$ cat config.mk
export PLATFORM = sky130hd
export DESIGN_NAME = pwrup_hold_seq
export DESIGN_NICKNAME = d
export VERILOG_FILES = /design/src/rtl/pwrup_pkg.sv /design/src/rtl/pwrup_mode_decode.sv /design/src/rtl/pwrup_tick_timer.sv /design/src/rtl/pwrup_hold_seq.sv
export SDC_FILE = /design/constraint.sdc
export NUM_CORES = 1
export LEC_CHECK = 0
export BUFFER_PORTS_ARGS = -buffer_cell sky130_fd_sc_hd__buf_4
export CAP_MARGIN = 0
export CELL_PAD_IN_SITES_DETAIL_PLACEMENT = 1
export CELL_PAD_IN_SITES_GLOBAL_PLACEMENT = 2
export CORE_UTILIZATION = 41
export CTS_BUF_LIST = sky130_fd_sc_hd__clkbuf_4
export CTS_CLUSTER_SIZE = 40
export DETAILED_ROUTE_END_ITERATION = 16
export PLACE_DENSITY = 0.87
export SLEW_MARGIN = 0
export SYNTH_ARGS = -nofsm -noshare
export SYNTH_HDL_FRONTEND = slang
export SYNTH_SLANG_ARGS = --single-unit
$ cat constraint.sdc
create_clock -name clk -period 3.4 [get_ports clk]
set_clock_uncertainty 0.15 [all_clocks]
set_input_delay 0 -clock clk [delete_from_list [all_inputs] [get_ports clk]]
set_output_delay 0 -clock clk [all_outputs]
set_load 0.01 [all_outputs]
$ cat src/rtl/pwrup_pkg.sv
package pwrup_pkg;
    typedef enum logic [2:0] {
        MODE_XT    = 3'd0,
        MODE_HS    = 3'd1,
        MODE_HSPLL = 3'd2,
        MODE_EC    = 3'd3,
        MODE_INT   = 3'd4
    } osc_mode_e;

    typedef struct packed {
        logic armed;
        logic hold;
    } seq_state_t;

    typedef struct packed {
        logic pwrt;
        logic ost;
        logic lock;
    } need_t;
endpackage

$ cat src/rtl/pwrup_mode_decode.sv
module pwrup_mode_decode
    import pwrup_pkg::*;
(
    input  logic [2:0] mode_i,
    input  logic       pwrt_en_n_i,
    output need_t      need_o
);
    always_comb begin
        need_o      = '0;
        need_o.pwrt = ~pwrt_en_n_i;
        unique case (mode_i)
            MODE_XT, MODE_HS: need_o.ost = 1'b1;
            MODE_HSPLL: begin
                need_o.ost  = 1'b1;
                need_o.lock = 1'b1;
            end
            default: ;
        endcase
    end
endmodule

$ cat src/rtl/pwrup_tick_timer.sv
module pwrup_tick_timer #(
    parameter int unsigned LEN = 16
) (
    input  logic clk,
    input  logic rst_n,
    input  logic start_i,
    input  logic arm_i,
    input  logic cnt_en_i,
    output logic busy_o
);
    localparam int unsigned CW = (LEN > 1) ? $clog2(LEN) : 1;
    localparam logic [CW-1:0] LAST = CW'(LEN - 1);

    typedef struct packed {
        logic          busy;
        logic [CW-1:0] cnt;
    } tmr_t;

    tmr_t st_d, st_q;

    always_comb begin
        st_d = st_q;
        if (start_i) begin
            st_d.busy = arm_i;
            st_d.cnt  = '0;
        end else if (st_q.busy && cnt_en_i) begin
            if (st_q.cnt == LAST) begin
                st_d.busy = 1'b0;
                st_d.cnt  = '0;
            end else begin
                st_d.cnt = st_q.cnt + 1'b1;
            end
        end
    end

    always_ff @(posedge clk or negedge rst_n) begin
        if (!rst_n) st_q <= '0;
        else        st_q <= st_d;
    end

    assign busy_o = st_q.busy;
endmodule

$ cat src/rtl/pwrup_hold_seq.sv
module pwrup_hold_seq
    import pwrup_pkg::*;
#(
    parameter int unsigned PWRT_TICKS = 72,
    parameter int unsigned OST_CYCLES = 1024,
    parameter int unsigned LOCK_TICKS = 64,
    parameter int unsigned RDY_TICKS  = 8
) (
    input  logic       clk,
    input  logic       rst_n,
    input  logic       por_i,
    input  logic       ref_tick_i,
    input  logic       osc_tick_i,
    input  logic       pwrt_en_n_i,
    input  logic [2:0] osc_mode_i,
    output logic       hold_o,
    output logic       pwrt_busy_o,
    output logic       ost_busy_o,
    output logic       lock_busy_o,
    output logic       rdy_busy_o
);
    need_t      need;
    seq_state_t st_d, st_q;
    logic       any_busy;

    pwrup_mode_decode u_dec (
        .mode_i      (osc_mode_i),
        .pwrt_en_n_i (pwrt_en_n_i),
        .need_o      (need)
    );

    pwrup_tick_timer #(.LEN(PWRT_TICKS)) u_pwrt (
        .clk(clk), .rst_n(rst_n), .start_i(por_i), .arm_i(need.pwrt),
        .cnt_en_i(ref_tick_i), .busy_o(pwrt_busy_o)
    );

    pwrup_tick_timer #(.LEN(OST_CYCLES)) u_ost (
        .clk(clk), .rst_n(rst_n), .start_i(por_i), .arm_i(need.ost),
        .cnt_en_i(osc_tick_i), .busy_o(ost_busy_o)
    );

    pwrup_tick_timer #(.LEN(LOCK_TICKS)) u_lock (
        .clk(clk), .rst_n(rst_n), .start_i(por_i), .arm_i(need.lock),
        .cnt_en_i(ref_tick_i & ~ost_busy_o), .busy_o(lock_busy_o)
    );

    pwrup_tick_timer #(.LEN(RDY_TICKS)) u_rdy (
        .clk(clk), .rst_n(rst_n), .start_i(por_i), .arm_i(1'b1),
        .cnt_en_i(ref_tick_i), .busy_o(rdy_busy_o)
    );

    assign any_busy = pwrt_busy_o | ost_busy_o | lock_busy_o | rdy_busy_o;

    always_comb begin
        st_d       = st_q;
        st_d.armed = st_q.armed | por_i;
        st_d.hold  = por_i | ~st_q.armed | any_busy;
    end

    always_ff @(posedge clk or negedge rst_n) begin
        if (!rst_n) st_q <= '{armed: 1'b0, hold: 1'b1};
        else        st_q <= st_d;
    end

    assign hold_o = st_q.hold;
endmodule

==> flow_summary.ini, run 1 <==
[outcome]
status = finished, violations left
violations = hold timing

[floorplan]
die_w_um = 64.4
rows = 22
dieArea_sq_um = 4140
start_util = 0.432
die_h_um = 64.4
ioPinCount = 14
core_sq_um = 3690

[placement]
dp_cells = 225
dp_hpwl_um = 2530
place_congestion = 0.751
port_buffers = 13

[pwr]
p_int_uw = 583
peakVddDrop_mv = 0.213
netSwitchingPower_uw = 176
p_leak_nw = 0.849
power_frac_seq = 0.529
power.total_uw = 758
power_frac_clock = 0.379
pwr-share-comb = 0.092
p_per_area_nw_per_um2 = 395
switching_share = 0.232

[timing]
fin_hold_ws_ns = -0.0130
drv_slew = 0
fin_crit_sh = 0.612
maxSlewHeadroom = 0.569
max_freq_mhz = 481
grt_setup_unrepaired = no
worst_slew_pin_slew_ns = 0.641
final_period_minus_worst_setup_slack_ns = 2.08
finalSetupTns_ns = 0
hold_viol = 9
setup_violations = 0

[flow_run]
drv_cap = 0

[worst_setup_path]
crit_required_ns = 3.45
start_kind = flop
crit_arrival_ns = 2.13
critPathKind = flop to flop
r2r_start = u_pwrt.st_q[0]$_DFFE_PN0P_
crit_fanout = 4
worstSetupStartpoint = u_pwrt.st_q[0]$_DFFE_PN0P_
end_kind = flop

[grt]
grt_pass1_wl_um = 6540
grt_antenna_before_repair = 0
grt_overflow_total = 0
grt_pass1_vias = 1418
grt_max_degree = 33
grt_usage = 0.208

[yosys]
synth_edf_count = 0
synth_nets = 184
netlist_top_cells_count = 31 x dfrtp_1, 25 x nand2_1, 16 x nor2_1
ys_warn_count = 0
netlist_area_sq_um = 1600
synth_cell_types = 38
synthCells = 170
syn_area_per_cell_sq_um = 9.38
yosys_most_used_dff = dfrtp_1
ys_seq_area_frac = 0.503
synth.most_common_cell = dfrtp_1
synth_top_area_frac = 0.486
async_flop_share = 1.00
synth_area_leader_cell = dfrtp_1
synth_area_leaders = dfrtp_1 49%, nand2_1 5.9%, a21oi_1 4.4%, ha_1 3.9%, xor2_1 3.8%
ys_ff_latch = 32

[cts]
clkTransAtPathRegs_ns = 0.11
htree_levels = 2
cts_buffer_depth = 2
cts-buffers-inserted = 5
cts.repair.resized = 0
root_buffer = clkbuf_4
clk_latency_ns = 0.32
cts_tree = done
cts.sink_count = 32

[hold_path]
hold_class = input port to asynchronous set/reset pin

[route]
drt-pass1-iter-count = 4
drtIter0Drc = 40
drt-total-wl_um = 3690
num_vias = 1353
met3_length_um = 99
wl_met1_um = 1720
top_layer = met4
antenna_left = 0
wl_per_cell_um = 15.1
vias_per_cell = 5.55
met2WireLength_um = 1850
drc = 0

[finish]
syn_to_final_growth_pct = 20.3
drive_gt1_frac = 0.133
fin_nets = 209
final_cells = 244
n_antenna_cell = 0
## cells by family after synthesis
| group | share of synthesized area |
|---|---|
| AOI/OAI and AO/OA | 0.107 |
| DFF | 0.503 |
| muxes | 0.00627 |
| adders and majority gates | 0.0392 |
| and+or+nand+nor | 0.257 |
| xor gates and xnor gates | 0.0604 |
| buffers and inverters | 0.0267 |
## flip-flops by register name (all words and copies together) (netlist names)
register       cells
u_pwrt.busy_o      1
u_ost.st_q        10
u_lock.st_q        6
u_rdy.st_q         3
u_ost.busy_o       1
u_pwrt.st_q        7
hold_o             1
u_lock.busy_o      1
st_q               1
u_rdy.busy_o       1
## worst max-delay path: stages (launching register included)
cell           delay (ns)
dfrtp_1              0.44
ha_1                 0.23
nand4b_1             0.11
nor3_1               0.22
a21oi_1              0.10
o21bai_1             0.15
dlygate4sd3_1        0.56
## power by group through the flow
stage	registers (mW)	clock network, mW	logic [mW]
detailed placement	0.408	0	0.0597
floorplan	0.406	0	0.0301
CTS	0.401	0.295	0.0710
global placement	0.407	0	0.0575
global route	0.403	0.313	0.0788
finish	0.401	0.287	0.0698
## routing by layer
metal / vias to the layer above / global-route usage
met1: 683 / 0.262
met2: 21 / 0.351
met3: 2 / 0.0446
met5: - / 0
met4: 0 / 0.0667
li1: 647 / -
## stage by stage
step	worst slack, ns	cell area [sq um]	utilization
floorplan	1.68	1600	-
global placement	1.53	1730	0.469
detailed placement	1.44	1730	0.469
CTS	1.31	1920	0.520
global route	1.17	1920	0.520
finish	1.32	1920	0.520
## path summary, 6_finish.rpt
| check | to | slack [ns] | depth (start not counted) |
|---|---|---|---|
| setup / recovery | u_pwrt.busy_o$_DFFE_PN0P_ | 1.32 | 6 |
| hold / removal | u_rdy.st_q[0]$_DFFE_PN0P_ | -0.01 | 2 |
| setup reg to reg | u_pwrt.busy_o$_DFFE_PN0P_ | 1.32 | 6 |
| hold reg to reg | st_q[1]$_DFF_PN0_ | 0.33 | 1 |
| max in group asynchronous | hold_o$_DFF_PN1_ | 2.79 | 2 |
| min in group clk | u_ost.busy_o$_DFFE_PN0P_ | 0.30 | 3 |
## placed cells by master, fill, tap and decap left out, drive strengths merged, types with 2 or more instances in the layout
| cell type | count |
|---|---|
| dfrtp | 31 |
| nand2 | 25 |
| nor2 | 16 |
| a21oi | 14 |
| buf | 13 |
| dlygate4sd3 | 11 |
| nand3 | 7 |
| xor2 | 7 |
| nand4 | 7 |
| nor3 | 6 |
| clkbuf | 6 |
| inv | 5 |
| o21ai | 5 |
| ha | 5 |
| or3 | 5 |
| xnor2 | 4 |
| and2 | 3 |
| and3 | 3 |
| nand3b | 2 |
| a31oi | 2 |
| a311oi | 2 |
## layout make-up
type | instances | area, sq um
fillers | 435 | 1770
flip-flops and latches | 32 | 802
multi-input cells | 127 | 751
repair buffers | 24 | 208
well taps | 48 | 60.1
clock buffers | 6 | 45.0
clock inverters | 2 | 35.0
inverters | 5 | 18.8
## timing repair
item | 4_1_cts | 5_1_grt
setup endpoints to repair | 0 | 0
hold endpoints to repair | 57 | 0
buffers inserted | 0 | 0
hold buffers | 11 | 0
No activity file was read; power rests on OpenSTA's default activity.
==> run 2, diff against run 1 <==
--- a/config.mk
+++ b/config.mk
@@ -9,11 +9,11 @@
 export CAP_MARGIN = 0
 export CELL_PAD_IN_SITES_DETAIL_PLACEMENT = 1
 export CELL_PAD_IN_SITES_GLOBAL_PLACEMENT = 2
-export CORE_UTILIZATION = 41
+export CORE_UTILIZATION = 38
 export CTS_BUF_LIST = sky130_fd_sc_hd__clkbuf_4
 export CTS_CLUSTER_SIZE = 40
 export DETAILED_ROUTE_END_ITERATION = 16
-export PLACE_DENSITY = 0.87
+export PLACE_DENSITY = 0.81
 export SLEW_MARGIN = 0
 export SYNTH_ARGS = -nofsm -noshare
 export SYNTH_HDL_FRONTEND = slang
==> constraint.sdc (replaced) <==
create_clock -name clk -period 1.95 [get_ports clk]
set_clock_uncertainty 0.15 [all_clocks]
set_input_delay 0 -clock clk [delete_from_list [all_inputs] [get_ports clk]]
set_output_delay 0 -clock clk [all_outputs]
set_load 0.01 [all_outputs]
==> run 2 against run 1 <==
The run now ends clean. Hold slack improved by 0.26 ns. Power grew 59%. Flip-flop and latch count did not move. First-iteration DRC count increased by 2.5%. Combinational power up 88%. Wire length rose by 0.60%. Non-clock buffer count grew 4. Final cell count increased by 2.5%. Clock-buffer cell count rose by 1. Sequential power increased by 73%. Core utilization is 4.0 points lower.
==> flow_summary.ini, run 2 (synthesis gave the netlist of run 1 again) <==
[outcome]
status = finished, final reports clean

[worst_setup_path]
start_kind = flop
crit_required_ns = 2.04
crit-reg2reg-capture = u_ost.st_q[9]$_DFFE_PN0P_
crit_fanout = 6
r2r_start = u_ost.st_q[3]$_DFFE_PN0P_
r2r_slack_ns = 0.11
reg2reg_depth = 4
critPathKind = flop to flop
end_kind = flop
crit_arrival_ns = 1.93

[cts]
clkTransAtPathRegs_ns = 0.10
cts.repair.resized = 0
cts_buffer_depth = 2
cts_tree = done
cts-buffers-inserted = 5
cts.sink_count = 32
root_buffer = clkbuf_4
htree_levels = 2
clk_latency_ns = 0.32

[pwr]
power_frac_seq = 0.576
netSwitchingPower_uw = 300
p_leak_nw = 0.855
peakVddDrop_mv = 0.303
p_per_area_nw_per_um2 = 624
power_frac_clock = 0.315
pwr-share-comb = 0.109
power.total_mw = 1.21
p_int_uw = 907
switching_share = 0.249

[floorplan]
die_w_um = 66.8
core_sq_um = 4030
start_util = 0.396
die_h_um = 66.8
ioPinCount = 14
rows = 23
dieArea_sq_um = 4460

[route]
vias_per_cell = 5.33
drc = 0
wl_per_cell_um = 14.9
num_vias = 1333
antenna_left = 0
drt-total-wl_um = 3720
drt-pass1-iter-count = 4
drtIter0Drc = 41

[timing]
hold_viol = 0
drv_slew = 0
maxSlewHeadroom = 0.320
finalSetupTns_ns = 0
fin_hold_ws_ns = 0.252
worst_slew_pin_slew_ns = 1.02
grt_setup_unrepaired = no
fin_crit_sh = 0.943
setup_violations = 0
final_period_minus_worst_setup_slack_ns = 1.84
max_freq_mhz = 544

[finish]
final_cells = 250
syn_to_final_growth_pct = 21.3
final_cell_mix = 31 x dfrtp_1, 25 x nand2_1, 16 x nor2_1
n_antenna_cell = 0
largest-register = u_ost.st_q
final_common_cell = dfrtp_1
largest_reg_flops = 10
fin_util = 0.480
fin_nets = 213
n_fill_cell = 490
register_area_sq_um = 802
multi_input_area_sq_um = 751
drive_gt1_frac = 0.140
biggestRegsByFlops = u_ost.st_q x10, u_pwrt.st_q x7, u_lock.st_q x6

[grt]
grt_usage = 0.199
busiest_layer = met2
grt_overflow_total = 0
grt_pass1_vias = 1399
grt_use_met2 = 0.319
use_met1 = 0.264
grt_max_degree = 27
grt_antenna_before_repair = 0
grt_pass1_wl_um = 6500
grt_util_met3 = 0.0514

[flow_run]
drv_cap = 0

[hold_path]
hold_path_depth = 3
hold_class = input port to flop
min_to = u_lock.busy_o$_DFFE_PN0P_
holdCritStartpoint = osc_mode_i[2]

[placement]
dp_cells = 229
dp_hpwl_um = 2560
place_congestion = 0.812
port_buffers = 13
==> run 2: cell count changes in the layout (fill, tap and decap cells not counted) <==
cell,previous run,this run
dlygate4sd3_1,11,13
buf_4,13,15
bufinv_16,1,0
clkbuf_4,6,7
==> run 2: cell type report <==
type / count / area share
Clock buffer: 7 / 0.0272
Clock inverter: 1 / 0.00259
Inverter: 5 / 0.00970
Multi-Input combinational cell: 127 / 0.388
Sequential cell: 32 / 0.415
Tap cell: 50 / 0.0323
Timing Repair Buffer: 28 / 0.125
==> run 2: per-stage QoR <==
step	setup slack (ns)	cell area (sq um)
6_report	0.112	1930
5_1_grt	0.0222	1930
4_1_cts	0.125	1930
3_5_place_dp	0.157	1750
3_3_place_gp	0.201	1750
2_1_floorplan	0.225	1600
==> run 2: layer usage <==
metal | vias up | wire length, um
li1 | 658 | -
met1 | 658 | 1900
met2 | 15 | 1710
met3 | 2 | 86
met4 | 0 | 19
met5 | - | 0
==> run 2: power groups by stage <==
stage | combinational (mW) | clock, mW | sequential (mW)
after CTS | 0.134 | 0.401 | 0.695
after floorplan | 0.0525 | 0 | 0.708
after global routing | 0.149 | 0.430 | 0.698
after detailed placement | 0.112 | 0 | 0.708
after global placement | 0.110 | 0 | 0.707
final | 0.131 | 0.381 | 0.695
==> run 2: worst max-delay path: stages (launching register included) <==
cell	delay, ns
dfrtp_1	0.45
nand4_2	0.19
or4_1	0.51
or3_1	0.32
a21oi_1	0.15
==> run 2: worst max path at each step <==
stage | start | end | slack [ns] | cells after the start
6_report | u_ost.st_q[3]$_DFFE_PN0P_ | u_ost.st_q[9]$_DFFE_PN0P_ | 0.11 | 4
5_1_grt | u_ost.st_q[3]$_DFFE_PN0P_ | u_ost.st_q[9]$_DFFE_PN0P_ | 0.02 | 4
4_1_cts | u_ost.st_q[3]$_DFFE_PN0P_ | u_ost.st_q[9]$_DFFE_PN0P_ | 0.13 | 4
3_5_place_dp | u_ost.st_q[3]$_DFFE_PN0P_ | u_ost.st_q[9]$_DFFE_PN0P_ | 0.16 | 4
3_3_place_gp | u_ost.st_q[3]$_DFFE_PN0P_ | u_ost.st_q[9]$_DFFE_PN0P_ | 0.20 | 4
2_1_floorplan | u_ost.busy_o$_DFFE_PN0P_ | u_ost.st_q[9]$_DFFE_PN0P_ | 0.23 | 4
==> run 2: timing repair <==
item | CTS | global route
hold endpoints to repair | 56 | 0
hold buffers | 13 | 0
buffers inserted | 0 | 0
==> run 3, diff against run 2 <==
--- a/config.mk
+++ b/config.mk
@@ -9,6 +9,7 @@
 export CAP_MARGIN = 0
 export CELL_PAD_IN_SITES_DETAIL_PLACEMENT = 1
 export CELL_PAD_IN_SITES_GLOBAL_PLACEMENT = 2
+export CORE_ASPECT_RATIO = 0.7
 export CORE_UTILIZATION = 38
 export CTS_BUF_LIST = sky130_fd_sc_hd__clkbuf_4
 export CTS_CLUSTER_SIZE = 40
==> run 3 against run 2 <==
Clock-buffer cell count fell by 2. Register-to-register slack lost 0.03 ns. Global-route usage rose by 1.1 points. Wire length rose by 7.3%. Critical path depth is 1 higher. Sequential power barely moved. Largest cell class unchanged. Highest routed layer unchanged.
==> flow_summary.ini, run 3 (synthesis gave the netlist of run 1 again) <==
[outcome]
status = finished, final reports clean

[timing]
setup_violations = 0
drv_slew = 0
setup_slack_ns = 0.0808
max_freq_mhz = 535
finalSetupTns_ns = 0
fin_crit_sh = 0.959
final_period_minus_worst_setup_slack_ns = 1.87
hold_viol = 0
grt_setup_unrepaired = no
worst_slew_pin_slew_ns = 0.344
maxSlewHeadroom = 0.768

[pwr]
p_per_area_nw_per_um2 = 686
peakVddDrop_mv = 0.383
p_leak_nw = 0.861

[finish]
largest-register = u_ost.st_q
final_cell_mix = 31 x dfrtp_1, 25 x nand2_1, 16 x nor2_1
n_antenna_cell = 0
drive_gt1_frac = 0.146
fin_nets = 212
biggestRegsByFlops = u_ost.st_q x10, u_pwrt.st_q x7, u_lock.st_q x6
syn_to_final_growth_pct = 22.8
largest_reg_flops = 10
final_common_cell = dfrtp_1
n_fill_cell = 449

[cts]
cts.sink_count = 32
cts_tree = done
postCtsSetupBuffers = 0
clkTransAtPathRegs_ns = 0.11
htree_levels = 2
cts-buffers-inserted = 5
root_buffer = clkbuf_4
cts_buffer_depth = 2
clk_latency_ns = 0.35

[floorplan]
ioPinCount = 14
dieArea_sq_um = 4470
die_w_um = 79.4
core_sq_um = 3970
start_util = 0.402
die_h_um = 56.2
rows = 19

[hold_path]
hold_class = input port to flop
hold_path_depth = 3

[placement]
port_buffers = 13
dp_hpwl_um = 2640
place_congestion = 0.811
dp_slack_ns = 0.131

[route]
num_vias = 1358
vias_per_cell = 5.41
drtIter0Drc = 43
wl_per_cell_um = 15.9
antenna_left = 0
drc = 0
drt-pass1-iter-count = 4
drt-total-wl_um = 3990

[grt]
grt_max_degree = 27
grt_pass1_vias = 1498
grt_pass1_wl_um = 6960
grt_usage = 0.209
grt_antenna_before_repair = 0
grt_overflow_total = 0

[worst_setup_path]
start_kind = flop
crit_arrival_ns = 2.00
crit_fanout = 3
critPathKind = flop to flop
crit_required_ns = 2.08
end_kind = flop
reg2reg_depth = 5

[flow_run]
drv_cap = 0
-- run 3: worst paths after layout --
| check | start | endpoint | slack, ns |
|---|---|---|---|
| max reg2reg | u_rdy.st_q[0]$_DFFE_PN0P_ | u_rdy.st_q[2]$_DFFE_PN0P_ | 0.08 |
| max in group asynchronous | rst_n | u_ost.st_q[1]$_DFFE_PN0P_ | 0.88 |
| min reg2reg | st_q[1]$_DFF_PN0_ | st_q[1]$_DFF_PN0_ | 0.33 |
| max | u_rdy.st_q[0]$_DFFE_PN0P_ | u_rdy.st_q[2]$_DFFE_PN0P_ | 0.08 |
| min | pwrt_en_n_i | u_pwrt.busy_o$_DFFE_PN0P_ | 0.25 |
| min in group asynchronous | rst_n | u_pwrt.st_q[5]$_DFFE_PN0P_ | 0.42 |
-- run 3: critical path, cell delays in order (launching register included) --
cell,delay [ns]
dfrtp_1,0.41
ha_1,0.20
ha_1,0.27
nand3_1,0.08
a21oi_1,0.14
dlygate4sd3_1,0.56
-- run 3: area by class of cell --
cell class,count,area [sq um],share of cell area
inverters,5,18.8,0.00958
flip-flops and latches,32,802,0.409
well taps,52,65.1,0.0332
multi-input cells,127,751,0.383
repair buffers,27,243,0.124
clock buffers,5,37.5,0.0192
clock inverters,3,42.5,0.0217
-- run 3: power by group --
| part | switching (mW) | total [mW] | internal (mW) | leakage, nW |
|---|---|---|---|---|
| clock | 0.248 | 0.515 | 0.267 | 0.0412 |
| combinational | 0.0737 | 0.134 | 0.0606 | 0.393 |
| sequential | 0.0169 | 0.695 | 0.678 | 0.426 |
| total | 0.339 | 1.35 | 1.01 | 0.861 |
-- run 3: stage by stage --
| stage | cell area, sq um | utilization | hold WS [ns] | total power [mW] | instances |
|---|---|---|---|---|---|
| floorplan | 1600 | - | -0.446 | 0.761 | 170 |
| global placement | 1750 | 0.441 | -0.187 | 0.816 | 231 |
| detailed placement | 1750 | 0.441 | -0.175 | 0.821 | 231 |
| CTS | 1960 | 0.494 | 0.211 | 1.36 | 251 |
| global route | 1960 | 0.494 | 0.226 | 1.41 | 251 |
| finish | 1960 | 0.494 | 0.247 | 1.35 | 251 |
-- run 3: timing repair --
action	in CTS	in global routing
endpoints found under the hold margin	58	0
endpoints found under the setup margin	0	0
hold buffers	12	0
gates resized for setup	0	0
-- run 3: metal layers --
| layer | share of wire | track usage |
|---|---|---|
| met5 | 0 | 0 |
| met4 | 0.025 | 0.0883 |
| met1 | 0.47 | 0.272 |
| met3 | 0.030 | 0.0508 |
| met2 | 0.47 | 0.332 |
